$ cat config.mk
export PLATFORM = sky130hd
export DESIGN_NAME = nor_erase_seq
export DESIGN_NICKNAME = d
export VERILOG_FILES = /design/src/rtl/nes_pkg.sv /design/src/rtl/nes_spi_shift.sv /design/src/rtl/nes_flow.sv /design/src/rtl/nor_erase_seq.sv
export SDC_FILE = /design/constraint.sdc
export NUM_CORES = 1
export LEC_CHECK = 0
export ABC_AREA = 1
export BUFFER_PORTS_ARGS = -buffer_cell sky130_fd_sc_hd__buf_4
export CORE_UTILIZATION = 40
export CTS_CLUSTER_SIZE = 28
export DETAILED_ROUTE_END_ITERATION = 8
export HOLD_SLACK_MARGIN = 0.03
export PLACE_DENSITY = 0.57
export SLEW_MARGIN = 20
export SYNTH_ARGS = -nofsm -noshare
export SYNTH_HDL_FRONTEND = slang
export SYNTH_HIERARCHICAL = 1
export SYNTH_SLANG_ARGS = --single-unit
export TNS_END_PERCENT = 100
$ cat constraint.sdc
create_clock -name clk -period 3.3 [get_ports clk]
set_clock_uncertainty 0.2 [all_clocks]
set_input_delay 0.33 -clock clk [delete_from_list [all_inputs] [get_ports clk]]
set_output_delay 0.33 -clock clk [all_outputs]
set_load 0.05 [all_outputs]
$ cat src/rtl/nes_pkg.sv
package nes_pkg;
  localparam int FRAME_W = 32;

  localparam logic [7:0] OP_WREN  = 8'h06;
  localparam logic [7:0] OP_SETX  = 8'hC5;
  localparam logic [7:0] OP_ERASE = 8'hC4;
  localparam logic [7:0] OP_RDSR  = 8'h05;
  localparam logic [7:0] OP_RDFS  = 8'h70;

  typedef enum logic [2:0] {
    ST_IDLE,
    ST_WREN_X,
    ST_SETX,
    ST_WREN_E,
    ST_ERASE,
    ST_POLL,
    ST_FLAG
  } step_t;
endpackage

$ cat src/rtl/nes_spi_shift.sv
module nes_spi_shift #(
  parameter int FRAME_W = 32,
  parameter int CNT_W   = $clog2(FRAME_W + 9)
) (
  input  logic               clk,
  input  logic               rst_n,
  input  logic               req,
  input  logic [FRAME_W-1:0] tx_word,
  input  logic [CNT_W-1:0]   tx_bits,
  input  logic [CNT_W-1:0]   rx_bits,
  output logic               ack,
  output logic               rx_msb,
  output logic               rx_lsb,
  output logic               sck,
  output logic               cs_n,
  output logic               mosi,
  input  logic               miso
);
  typedef enum logic [1:0] {SH_IDLE, SH_XFER, SH_HOLD, SH_GAP} sh_t;

  sh_t                st;
  logic [FRAME_W-1:0] sreg;
  logic [CNT_W-1:0]   total;
  logic [CNT_W-1:0]   txn;
  logic [CNT_W-1:0]   idx;
  logic [7:0]         rx;

  assign mosi   = sreg[FRAME_W-1];
  assign rx_msb = rx[7];
  assign rx_lsb = rx[0];

  always_ff @(posedge clk) begin
    if (!rst_n) begin
      st    <= SH_IDLE;
      sreg  <= '0;
      total <= '0;
      txn   <= '0;
      idx   <= '0;
      rx    <= '0;
      sck   <= 1'b0;
      cs_n  <= 1'b1;
      ack   <= 1'b0;
    end else begin
      ack <= 1'b0;
      case (st)
        SH_IDLE: begin
          if (req) begin
            sreg  <= tx_word;
            total <= tx_bits + rx_bits;
            txn   <= tx_bits;
            idx   <= '0;
            cs_n  <= 1'b0;
            st    <= SH_XFER;
          end
        end
        SH_XFER: begin
          if (!sck) begin
            sck <= 1'b1;
          end else begin
            sck  <= 1'b0;
            sreg <= {sreg[FRAME_W-2:0], 1'b0};
            if (idx >= txn) rx <= {rx[6:0], miso};
            idx <= idx + 1'b1;
            if (idx == total - 1'b1) st <= SH_HOLD;
          end
        end
        SH_HOLD: begin
          cs_n <= 1'b1;
          st   <= SH_GAP;
        end
        default: begin
          ack <= 1'b1;
          st  <= SH_IDLE;
        end
      endcase
    end
  end
endmodule

$ cat src/rtl/nes_flow.sv
module nes_flow
  import nes_pkg::*;
#(
  parameter int NUM_DIES  = 4,
  parameter int EXT_STEP  = 2,
  parameter int MAX_RETRY = 8,
  parameter int MAX_POLLS = 1000000,
  parameter int CNT_W     = $clog2(FRAME_W + 9)
) (
  input  logic               clk,
  input  logic               rst_n,
  input  logic               start,
  output logic               busy,
  output logic               done,
  output logic               err,
  output logic               req,
  output logic [FRAME_W-1:0] tx_word,
  output logic [CNT_W-1:0]   tx_bits,
  output logic [CNT_W-1:0]   rx_bits,
  input  logic               ack,
  input  logic               rx_msb,
  input  logic               rx_lsb
);
  localparam int DIE_W  = (NUM_DIES > 1) ? $clog2(NUM_DIES) : 1;
  localparam int RTY_W  = $clog2(MAX_RETRY + 1);
  localparam int POLL_W = $clog2(MAX_POLLS + 1);
  localparam logic [DIE_W-1:0]  LAST_DIE  = DIE_W'(NUM_DIES - 1);
  localparam logic [RTY_W-1:0]  LAST_TRY  = RTY_W'(MAX_RETRY - 1);
  localparam logic [POLL_W-1:0] LAST_POLL = POLL_W'(MAX_POLLS - 1);

  step_t             st;
  logic [DIE_W-1:0]  die;
  logic [RTY_W-1:0]  tries;
  logic [POLL_W-1:0] polls;
  logic              sent;
  logic [7:0]        ext;

  assign ext  = 8'(die) * 8'(EXT_STEP);
  assign busy = (st != ST_IDLE);
  assign req  = busy && !sent;

  always_comb begin
    tx_word = {OP_WREN, 24'h0};
    tx_bits = CNT_W'(8);
    rx_bits = '0;
    case (st)
      ST_SETX:  begin tx_word = {OP_SETX, ext, 16'h0}; tx_bits = CNT_W'(16); end
      ST_ERASE: begin tx_word = {OP_ERASE, 24'h0};     tx_bits = CNT_W'(32); end
      ST_POLL:  begin tx_word = {OP_RDSR, 24'h0};      rx_bits = CNT_W'(8);  end
      ST_FLAG:  begin tx_word = {OP_RDFS, 24'h0};      rx_bits = CNT_W'(8);  end
      default:  ;
    endcase
  end

  always_ff @(posedge clk) begin
    if (!rst_n) begin
      st    <= ST_IDLE;
      die   <= '0;
      tries <= '0;
      polls <= '0;
      sent  <= 1'b0;
      done  <= 1'b0;
      err   <= 1'b0;
    end else begin
      done <= 1'b0;
      if (req) sent <= 1'b1;
      if (st == ST_IDLE) begin
        if (start) begin
          st    <= ST_WREN_X;
          die   <= '0;
          tries <= '0;
          err   <= 1'b0;
        end
      end else if (ack) begin
        sent <= 1'b0;
        case (st)
          ST_WREN_X: st <= ST_SETX;
          ST_SETX:   st <= ST_WREN_E;
          ST_WREN_E: st <= ST_ERASE;
          ST_ERASE: begin
            polls <= '0;
            st    <= ST_POLL;
          end
          ST_POLL: begin
            if (!rx_lsb) begin
              st <= ST_FLAG;
            end else if (polls == LAST_POLL) begin
              err <= 1'b1;
              st  <= ST_IDLE;
            end else begin
              polls <= polls + 1'b1;
            end
          end
          ST_FLAG: begin
            if (rx_msb) begin
              tries <= '0;
              if (die == LAST_DIE) begin
                done <= 1'b1;
                st   <= ST_IDLE;
              end else begin
                die <= die + 1'b1;
                st  <= ST_WREN_X;
              end
            end else if (tries == LAST_TRY) begin
              err <= 1'b1;
              st  <= ST_IDLE;
            end else begin
              tries <= tries + 1'b1;
              st    <= ST_WREN_E;
            end
          end
          default: st <= ST_IDLE;
        endcase
      end
    end
  end
endmodule

$ cat src/rtl/nor_erase_seq.sv
module nor_erase_seq
  import nes_pkg::*;
#(
  parameter int NUM_DIES  = 4,
  parameter int EXT_STEP  = 2,
  parameter int MAX_RETRY = 8,
  parameter int MAX_POLLS = 1000000
) (
  input  logic clk,
  input  logic rst_n,
  input  logic start,
  output logic busy,
  output logic done,
  output logic err,
  output logic spi_sck,
  output logic spi_cs_n,
  output logic spi_mosi,
  input  logic spi_miso
);
  localparam int CNT_W = $clog2(FRAME_W + 9);

  logic               req;
  logic               ack;
  logic [FRAME_W-1:0] tx_word;
  logic [CNT_W-1:0]   tx_bits;
  logic [CNT_W-1:0]   rx_bits;
  logic               rx_msb;
  logic               rx_lsb;

  nes_flow #(
    .NUM_DIES (NUM_DIES),
    .EXT_STEP (EXT_STEP),
    .MAX_RETRY(MAX_RETRY),
    .MAX_POLLS(MAX_POLLS),
    .CNT_W    (CNT_W)
  ) u_flow (
    .clk    (clk),
    .rst_n  (rst_n),
    .start  (start),
    .busy   (busy),
    .done   (done),
    .err    (err),
    .req    (req),
    .tx_word(tx_word),
    .tx_bits(tx_bits),
    .rx_bits(rx_bits),
    .ack    (ack),
    .rx_msb (rx_msb),
    .rx_lsb (rx_lsb)
  );

  nes_spi_shift #(
    .FRAME_W(FRAME_W),
    .CNT_W  (CNT_W)
  ) u_shift (
    .clk    (clk),
    .rst_n  (rst_n),
    .req    (req),
    .tx_word(tx_word),
    .tx_bits(tx_bits),
    .rx_bits(rx_bits),
    .ack    (ack),
    .rx_msb (rx_msb),
    .rx_lsb (rx_lsb),
    .sck    (spi_sck),
    .cs_n   (spi_cs_n),
    .mosi   (spi_mosi),
    .miso   (spi_miso)
  );
endmodule

==> results.json, run 1 <==
{
  "mostFrequentLayoutCell": "nand2_1",
  "nets": 842,
  "core_um2": 13300,
  "startpoint_type": "register",
  "first_global_vias": 4493,
  "drc": 0,
  "rr_worst_depth": 13,
  "worst_ep_arrival_time_ns": 2.58,
  "worst_slew_pin_slew_ns": 0.731,
  "layout_common_cells": "nand2_1 (212), nor2_1 (98), dfxtp_1 (95), inv_1 (78), o21ai_0 (59)",
  "row_count": 42,
  "fin_area_um2": 5860,
  "drive_gt1_share_pct": 6.33,
  "seq_area_frac_synth_pct": 34.5,
  "clkLatencyLatePin_ns": 0.36,
  "min_path_cells": 3,
  "r2r_slack_ns": 0.81,
  "dr_total_vias": 4807,
  "p_sw_mw": 1.86,
  "cap_violations": 0,
  "crit_type": "register to register",
  "holdWs_ns": 0.215,
  "setup_viol": 0,
  "hp-start": "rst_n",
  "drt-wirelength-per-cell_um": 11.9,
  "whs_endpoint": "u_flow/polls[18]",
  "drtIter0Drc": 274,
  "synth-edff-count": 0,
  "cts.sink_count": 95,
  "grt_pass1_wl_mm": 21.0,
  "cts_resized": 0,
  "crit_fanout": 26,
  "synth_cell_types": 40,
  "timing.final.crit_share_pct": 75.6,
  "switching_share_pct": 41.5,
  "grt_use_total_pct": 18.3,
  "netlist_instances": 823,
  "total_power_mw": 4.48,
  "power_frac_comb_pct": 41.4,
  "internal-power_mw": 2.62,
  "ant_nets": 0,
  "port_buffers": 9,
  "clockBufferDepth": 2,
  "clock.fmax_mhz": 401,
  "cts_hold_buffers": 1,
  "peakVddDrop_mv": 0.490,
  "viasPerCell": 4.82,
  "dieHeight_um": 119,
  "finalMaxSlewViolations": 0,
  "p_leak_nw": 2.43,
  "antenna_found_initial": 0,
  "cts-root-buf": "clkbuf_16",
  "cts_tree": "built",
  "cp.required_ns": 3.38,
  "placed_area_um2": 5560,
  "yosys_warnings": 6,
  "finalCriticalPeriod_ns": 2.49,
  "postRouteWirelength_mm": 11.9,
  "numCtsBuffers": 9,
  "rsz0062_at_grt": "no",
  "syn_area_per_cell_um2": 6.70,
  "endpoint_kind": "register",
  "hpwl_mm": 8.41,
  "ios": 10,
  "cts_setup_buffers": 0,
  "htreeDepth": 3,
  "ys.flop_type": "dfxtp_1",
  "status": "finished, final reports clean",
  "yosys_register_bits": 95,
  "r2r_start": "u_flow/st[1]",
  "die_w_um": 119,
  "synth_area_um2": 5510,
  "drt_pass1_iterations": 5,
  "hold_violations": 0,
  "hold_class": "input port to register",
  "yosys.area.top_type": "dfxtp_1",
  "insertedDiodeCount": 0,
  "synth_top_area_share_pct": 34.5,
  "p_per_area_nw_per_um2": 764,
  "pwr-share-seq_pct": 35.2,
  "async_flop_share_pct": 0,
  "start_util_pct": 41.3,
  "pwr-share-clk_pct": 23.4,
  "overflow": 0,
  "die-area_um2": 14300,
  "area_growth_pct": 6.33,
  "tns_ns": 0,
  "r2r_end": "u_shift/sreg[3]",
  "routabilityCongestion": 0.849,
  "clk_pin_slew_ns": 0.07,
  "grt_max_degree": 42,
  "max-slew-margin-rel_pct": 51.2,
  "synth_area_leaders": "dfxtp_1 (34%), nand2_1 (14%), nor2_1 (6.7%), o21ai_0 (5.4%), inv_1 (5.3%)"
}
[layer usage]
layer,vias to the layer above,part of all wire (%),GRT usage [%]
li1,2594,-,-
met3,11,4.0,4.69
met1,2141,50,24.2
met2,61,45,29.4
met5,-,0,0
met4,0,1.1,4.84
[synth_stat cells, types with 2 or more instances]
master	count
o21bai_1	5
dfxtp_1	95
buf_4	32
nand3_2	2
clkbuf_1	16
xor2_1	5
ha_1	20
o21ai_2	2
inv_1	78
nand4_1	9
buf_6	5
nor3b_2	2
nand2_2	3
buf_2	7
a211oi_1	2
nor3_1	7
buf_1	3
nor2_1	98
xnor2_1	6
nand3_1	51
nor2_4	3
nor3b_1	2
nand2_1	212
a21oi_1	48
a31oi_1	31
inv_2	6
o21ai_0	59
o211ai_1	2
[power groups by stage]
stage          Sequential, mW  Combinational (mW)  Clock (mW)
2_1_floorplan            1.62                1.51           0
4_1_cts                  1.58                1.86        1.09
3_5_place_dp             1.60                1.86           0
5_1_grt                  1.61                2.16        1.14
3_3_place_gp             1.60                1.80           0
6_report                 1.58                1.85        1.05
[per-stage QoR]
| step | setup slack [ns] | instances | utilization, % |
|---|---|---|---|
| 2_1_floorplan | 1.10 | 853 | - |
| 3_3_place_gp | 0.950 | 981 | 41.6 |
| 3_5_place_dp | 0.847 | 981 | 41.6 |
| 4_1_cts | 0.824 | 997 | 43.9 |
| 5_1_grt | 0.516 | 997 | 43.9 |
| 6_report | 0.806 | 997 | 43.9 |
[critical path: stages (launching register included)]
cell	delay, ns
dfxtp_1	0.44
nor2_1	0.12
nand2_2	0.17
inv_2	0.09
nor2_1	0.16
inv_1	0.08
nand2_1	0.08
nand2_1	0.06
inv_2	0.09
o21ai_2	0.09
inv_2	0.24
buf_4	0.30
o21ai_0	0.12
a31oi_1	0.17
[layout make-up]
class | count | area (um2)
clock buffer | 9 | 225
clock inverter | 6 | 71.3
fill | 1400 | 7490
inverter | 84 | 315
multi-input combinational | 611 | 3010
sequential | 95 | 1900
tap | 176 | 220
timing repair buffer | 16 | 123
[how the worst max path moves through the flow]
| stage | startpoint | slack, ns | to |
|---|---|---|---|
| final | u_flow/st[1] | 0.81 | u_shift/sreg[3] |
| after global routing | u_flow/st[1] | 0.52 | u_shift/sreg[5] |
| after CTS | u_flow/st[1] | 0.82 | u_shift/sreg[5] |
| after detailed placement | u_flow/st[1] | 0.85 | u_shift/sreg[5] |
| after global placement | u_flow/st[0] | 0.95 | u_shift/idx[4] |
| after floorplan | u_flow/st[1] | 1.10 | u_shift/idx[4] |
[registers in the layout, summed over array words and instances (netlist names), 2 cells and up, named ones only]
signal / cells
u_shift/st: 2
u_flow/tries: 4
u_flow/die: 2
u_flow/st: 3
u_flow/polls: 20
u_shift/idx: 6
u_shift/total: 6
u_shift/sreg: 32
u_shift/txn: 6
u_shift/rx: 8
[kinds of logic (layout without fill, tap and decap cells)]
| family | count (synthesis) | in the layout | share of synthesized area, % |
|---|---|---|---|
| and+or+nand+nor | 395 | 395 | 30.4 |
| DFF | 95 | 95 | 34.5 |
| AOI/OAI and AO/OA | 153 | 153 | 15.4 |
| buffers and inverters | 147 | 115 | 13.0 |
| adders and majority gates | 21 | 21 | 4.90 |
| other | 1 | 31 | 0.0680 |
| xor gates and xnor gates | 11 | 11 | 1.75 |
Note: power is estimated with default switching activity, not from simulation.
==> run 2: changes to the inputs <==
--- a/config.mk
+++ b/config.mk
@@ -11,7 +11,7 @@
 export CTS_CLUSTER_SIZE = 28
 export DETAILED_ROUTE_END_ITERATION = 8
 export HOLD_SLACK_MARGIN = 0.03
-export PLACE_DENSITY = 0.57
+export PLACE_DENSITY = 0.59
 export SLEW_MARGIN = 20
 export SYNTH_ARGS = -nofsm -noshare
 export SYNTH_HDL_FRONTEND = slang
==> constraint.sdc (replaced) <==
create_clock -name clk -period 2.2 [get_ports clk]
set_clock_uncertainty 0.2 [all_clocks]
set_input_delay 0.22 -clock clk [delete_from_list [all_inputs] [get_ports clk]]
set_output_delay 0.22 -clock clk [all_outputs]
set_load 0.05 [all_outputs]
==> run 2 against run 1 <==
- non-clock buffer count rose by 18
- total power rose by 58%
- first-iteration DRC count rose by 12%
- maximum frequency rose by 21%
- critical path type unchanged
- final area rose by 3.7%
- clock-buffer cell count did not move
- die area did not move
- via count rose by 1.3%
- final cell count rose by 1.9%
- critical path depth fell by 3
==> results.json, run 2 (synthesis gave the netlist of run 1 again) <==
{
  "status": "finished, final reports clean",
  "die_w_um": 119,
  "endpoint_kind": "register",
  "area_growth_pct": 10.3,
  "path_depth": 10,
  "rsz0062_at_grt": "yes",
  "hp-start": "start",
  "whs_endpoint": "u_flow/tries[0]",
  "grt_max_degree": 63,
  "layout_common_cells": "nand2_1 (212), nor2_1 (96), dfxtp_1 (92), inv_1 (78), o21ai_0 (58)",
  "timing.final.crit_share_pct": 93.4,
  "worstPathBufferInverterCount": 4,
  "postRouteWirelength_mm": 12.3,
  "p_per_area_nw_per_um2": 1170,
  "min_path_cells": 8,
  "grt_pass1_wl_mm": 20.8,
  "worst_ep_arrival_time_ns": 2.11,
  "worst_slew_pin_slew_ns": 0.698,
  "ant_nets": 0,
  "clockBufferDepth": 2,
  "antenna_found_initial": 0,
  "n_fill_cell": 1418,
  "routabilityCongestion": 0.813,
  "ios": 10,
  "worstPathCellList": "inv_1 > nand2_1 > inv_1 > nand2_1 > nand2_1 > inv_1 > ha_1 > xor2_1 > o21ai_0 > inv_1",
  "drtIter0Drc": 308,
  "largestRegisters": "u_shift/sreg x32, u_flow/polls x20, u_shift/rx x8",
  "drt_pass1_iterations": 5,
  "hold_violations": 0,
  "overflow": 0,
  "crit_family": "flip-flops",
  "viasPerCell": 4.79,
  "insertedDiodeCount": 0,
  "numCtsBuffers": 9,
  "r2r_start": "u_flow/st[0]",
  "startpoint_type": "register",
  "row_count": 42,
  "fin_ws_ns": 0.146,
  "max-slew-margin-rel_pct": 53.4,
  "drc": 0,
  "cp.required_ns": 2.25,
  "clkLatencyLatePin_ns": 0.36,
  "crit_slowest_cell": "dfxtp_4",
  "crit_top_cell": "inv_1",
  "p_leak_nw": 2.55,
  "slowest_delay_ns": 0.37,
  "clk_pin_slew_ns": 0.08,
  "cts_tree": "built",
  "finalMaxSlewViolations": 0,
  "dr_total_vias": 4869,
  "start_util_pct": 41.3,
  "cap_violations": 0,
  "hpwl_mm": 8.34,
  "grt_use_total_pct": 18.1,
  "largest_reg_flops": 32,
  "hold_class": "input port to register",
  "port_buffers": 9,
  "finalCriticalPeriod_ns": 2.05,
  "cts-root-buf": "clkbuf_16",
  "setup_viol": 0,
  "drive_gt1_share_pct": 9.17,
  "max_flop_register": "u_shift/sreg",
  "die-area_um2": 14300,
  "placed_area_um2": 5700,
  "htreeDepth": 3,
  "r2r_end": "u_shift/total[3]",
  "crit_type": "register to register",
  "crit_fanout": 6,
  "cts_setup_buffers": 0,
  "clock.fmax_mhz": 487,
  "mostFrequentLayoutCell": "nand2_1",
  "first_global_vias": 4452,
  "fin_area_um2": 6080,
  "r2r_slack_ns": 0.15,
  "dieHeight_um": 119,
  "cts.sink_count": 95,
  "drt-wirelength-per-cell_um": 12.1,
  "rr_worst_depth": 10,
  "peakVddDrop_mv": 0.645,
  "nets": 860,
  "pre_cts_slack_ns": 0.0713,
  "core_um2": 13300
}
run 2: changes by cell type in the layout (fill, tap and decap cells not counted), sizes merged:
cell	delta
clkinvlp	-2
clkbuf	+2
dlygate4sd3	+1
buf	+15
inv	+2
clkinv	+2
bufinv	-1
run 2: worst min-delay path: cells and delay by family:
family,cells,cell delay [ns]
simple gates,4,0.25
compound gates,1,0.05
buf+inv,3,0.20
run 2: final cells by class:
cell class | count | area, um2 | area share [%]
multi-input cells | 611 | 3020 | 49.7
well taps | 176 | 220 | 3.62
repair buffers | 34 | 320 | 5.27
clock buffers | 9 | 225 | 3.70
flip-flops and latches | 95 | 1910 | 31.4
inverters | 84 | 318 | 5.23
clock inverters | 7 | 62.6 | 1.03
run 2: power breakdown:
group | total, mW | switching (mW) | leakage (nW) | internal [mW]
registers | 2.38 | 0.243 | 0.779 | 2.14
clock network | 1.54 | 0.746 | 0.144 | 0.791
logic | 3.17 | 2.00 | 1.63 | 1.17
total | 7.09 | 2.99 | 2.55 | 4.10
run 2: metal layers:
metal / part of all wire (%) / track usage, %
met5: 0 / 0
met4: 1.6 / 6.41
met3: 2.5 / 3.64
met2: 42 / 27.3
met1: 54 / 25.4
run 2: repair_timing:
action,CTS,global route
setup endpoints to repair,0,36
resized for setup,0,11
hold buffers,2,0
endpoints found under the hold margin,3,0
run 2: how the worst max path moves through the flow:
stage	endpoint	startpoint	slack (ns)
2_1_floorplan	u_shift/idx[4]	u_flow/st[1]	0.09
6_report	u_shift/total[3]	u_flow/st[0]	0.15
3_5_place_dp	u_shift/sreg[18]	u_flow/st[1]	0.07
3_3_place_gp	u_shift/total[5]	u_flow/st[2]	0.05
4_1_cts	u_shift/sreg[18]	u_flow/st[1]	0.05
5_1_grt	u_shift/total[5]	u_flow/st[0]	-0.002
run 2: metrics by stage:
step	instances	power (mW)	hold WS, ns	utilization [%]	TNS [ns]
2_1_floorplan	853	4.70	0.187	-	0
3_3_place_gp	996	5.29	0.257	42.7	0
3_5_place_dp	996	5.30	0.265	42.7	0
4_1_cts	1014	6.87	0.213	45.0	0
5_1_grt	1016	7.69	0.296	45.6	-0.00151
6_report	1016	7.09	0.225	45.6	0
==> run 3: changes to the inputs <==
--- a/config.mk
+++ b/config.mk
@@ -7,11 +7,11 @@
 export LEC_CHECK = 0
 export ABC_AREA = 1
 export BUFFER_PORTS_ARGS = -buffer_cell sky130_fd_sc_hd__buf_4
-export CORE_UTILIZATION = 40
+export CORE_UTILIZATION = 41
 export CTS_CLUSTER_SIZE = 28
 export DETAILED_ROUTE_END_ITERATION = 8
 export HOLD_SLACK_MARGIN = 0.03
-export PLACE_DENSITY = 0.59
+export PLACE_DENSITY = 0.6
 export SLEW_MARGIN = 20
 export SYNTH_ARGS = -nofsm -noshare
 export SYNTH_HDL_FRONTEND = slang
==> run 3 against run 2 <==
- sequential share of layout area is 0.15 points higher
- global-route usage is 0.35 points higher
- utilization is 1.4 points higher
- setup slack better by 0.018 ns
==> results.json, run 3 (synthesis gave the netlist of run 1 again) <==
{
  "status": "finished, final reports clean",
  "max_flop_register": "u_shift/sreg",
  "routabilityCongestion": 0.831,
  "p_leak_nw": 2.53,
  "viasPerCell": 4.99,
  "overflow": 0,
  "clock.fmax_mhz": 491,
  "first_global_vias": 4593,
  "fin_area_um2": 6050,
  "dieHeight_um": 118,
  "worst_ep_arrival_time_ns": 2.11,
  "hold_class": "register to register",
  "row_count": 41,
  "drive_gt1_share_pct": 9.06,
  "numCtsBuffers": 9,
  "rsz0062_at_grt": "no",
  "finalMaxSlewViolations": 0,
  "hpwl_mm": 8.72,
  "cts_tree": "built",
  "dr_total_vias": 5046,
  "max-slew-margin-rel_pct": 51.1,
  "crit_type": "register to register",
  "area_growth_pct": 9.69,
  "drt_pass1_iterations": 6,
  "startpoint_type": "register",
  "die_w_um": 118,
  "htreeDepth": 3,
  "p_per_area_nw_per_um2": 1150,
  "setup_viol": 0,
  "clockBufferDepth": 2,
  "nets": 859,
  "endpoint_kind": "register",
  "largestRegisters": "u_shift/sreg x32, u_flow/polls x20, u_shift/rx x8",
  "core_um2": 12900,
  "clkLatencyLatePin_ns": 0.35,
  "ant_nets": 0,
  "worst_slew_pin_slew_ns": 0.733,
  "clk_pin_slew_ns": 0.06,
  "start_util_pct": 42.8,
  "layout_common_cells": "nand2_1 (212), nor2_1 (95), dfxtp_1 (93), inv_1 (77), o21ai_0 (59)",
  "grt_use_total_pct": 18.4,
  "postRouteWirelength_mm": 12.6,
  "cts-root-buf": "clkbuf_16",
  "cap_violations": 0,
  "mostFrequentLayoutCell": "nand2_1",
  "ios": 10,
  "cts.sink_count": 95,
  "cp.required_ns": 2.27,
  "holdWs_ns": 0.257,
  "antenna_found_initial": 0,
  "timing.final.crit_share_pct": 92.6,
  "grt_max_degree": 63,
  "tns_ns": 0,
  "largest_reg_flops": 32,
  "insertedDiodeCount": 0,
  "peakVddDrop_mv": 0.535,
  "port_buffers": 9,
  "die-area_um2": 13900,
  "placed_area_um2": 5680,
  "finalCriticalPeriod_ns": 2.04,
  "hold_violations": 0,
  "drt-wirelength-per-cell_um": 12.5,
  "drtIter0Drc": 270,
  "crit_fanout": 31,
  "grt_pass1_wl_mm": 20.9,
  "drc": 0
}
## run 3: cell count changes in the layout (fill, tap and decap cells not counted), sizes merged
cell      before  now
clkinv         4    5
clkinvlp       0    1
inv           87   84
## run 3: path summary, 6_finish.rpt
kind                            cells past startpoint  slack (ns)           start          endpoint
worst max-delay path                               13        0.16    u_flow/st[1]  u_shift/sreg[11]
worst min-delay path                                2        0.26  u_shift/txn[1]    u_shift/txn[1]
worst max register to register                     13        0.16    u_flow/st[1]  u_shift/sreg[11]
worst min register to register                      2        0.26  u_shift/txn[1]    u_shift/txn[1]
## run 3: metal layers
metal / routed length, um / global-route usage, % / up-vias
met3: 366 / 3.25 / 15
met2: 5780 / 30.2 / 54
li1: - / - / 2635
met4: 224 / 6.97 / 0
met5: 0 / 0 / -
met1: 6250 / 24.0 / 2342
## run 3: per-stage QoR
step	cells	power, mW	utilization (%)	setup slack [ns]
2_1_floorplan	853	4.70	-	0.0881
4_1_cts	1008	6.77	46.4	0.0391
3_5_place_dp	990	5.28	44.1	-0.0187
3_3_place_gp	990	5.20	44.1	0.0772
5_1_grt	1011	7.55	47.0	0.000395
6_report	1011	6.95	47.0	0.164
## run 3: worst max-delay path, stage by stage (launching register included)
cell and delay (ns):
dfxtp_4 0.37, nor2_4 0.15, nand2_4 0.10, inv_2 0.09, nor2_4 0.04, inv_1 0.07
nand2_1 0.07, nand2_1 0.08, inv_2 0.06, o21ai_2 0.10, inv_2 0.11, buf_4 0.16
clkbuf_16 0.19, a31oi_1 0.15
## run 3: area by class of cell
| class | instances | area (um2) |
|---|---|---|
| fill | 1348 | 6830 |
| inverter | 84 | 315 |
| multi-input combinational | 611 | 3040 |
| clock inverter | 6 | 36.3 |
| tap | 172 | 215 |
| sequential | 95 | 1910 |
| clock buffer | 10 | 239 |
| timing repair buffer | 33 | 295 |
## run 3: timing repair
action	in CTS	in global routing
pin swaps	0	0
setup buffers	0	2
gates cloned	0	1
hold buffers	2	0
resized for setup	1	11
endpoints found under the hold margin	11	0
endpoints found under the setup margin	31	46
## run 3: power breakdown
group / switching, mW / internal (mW)
clock: 0.670 / 0.791
combinational: 1.99 / 1.13
sequential: 0.238 / 2.14
total: 2.89 / 4.06
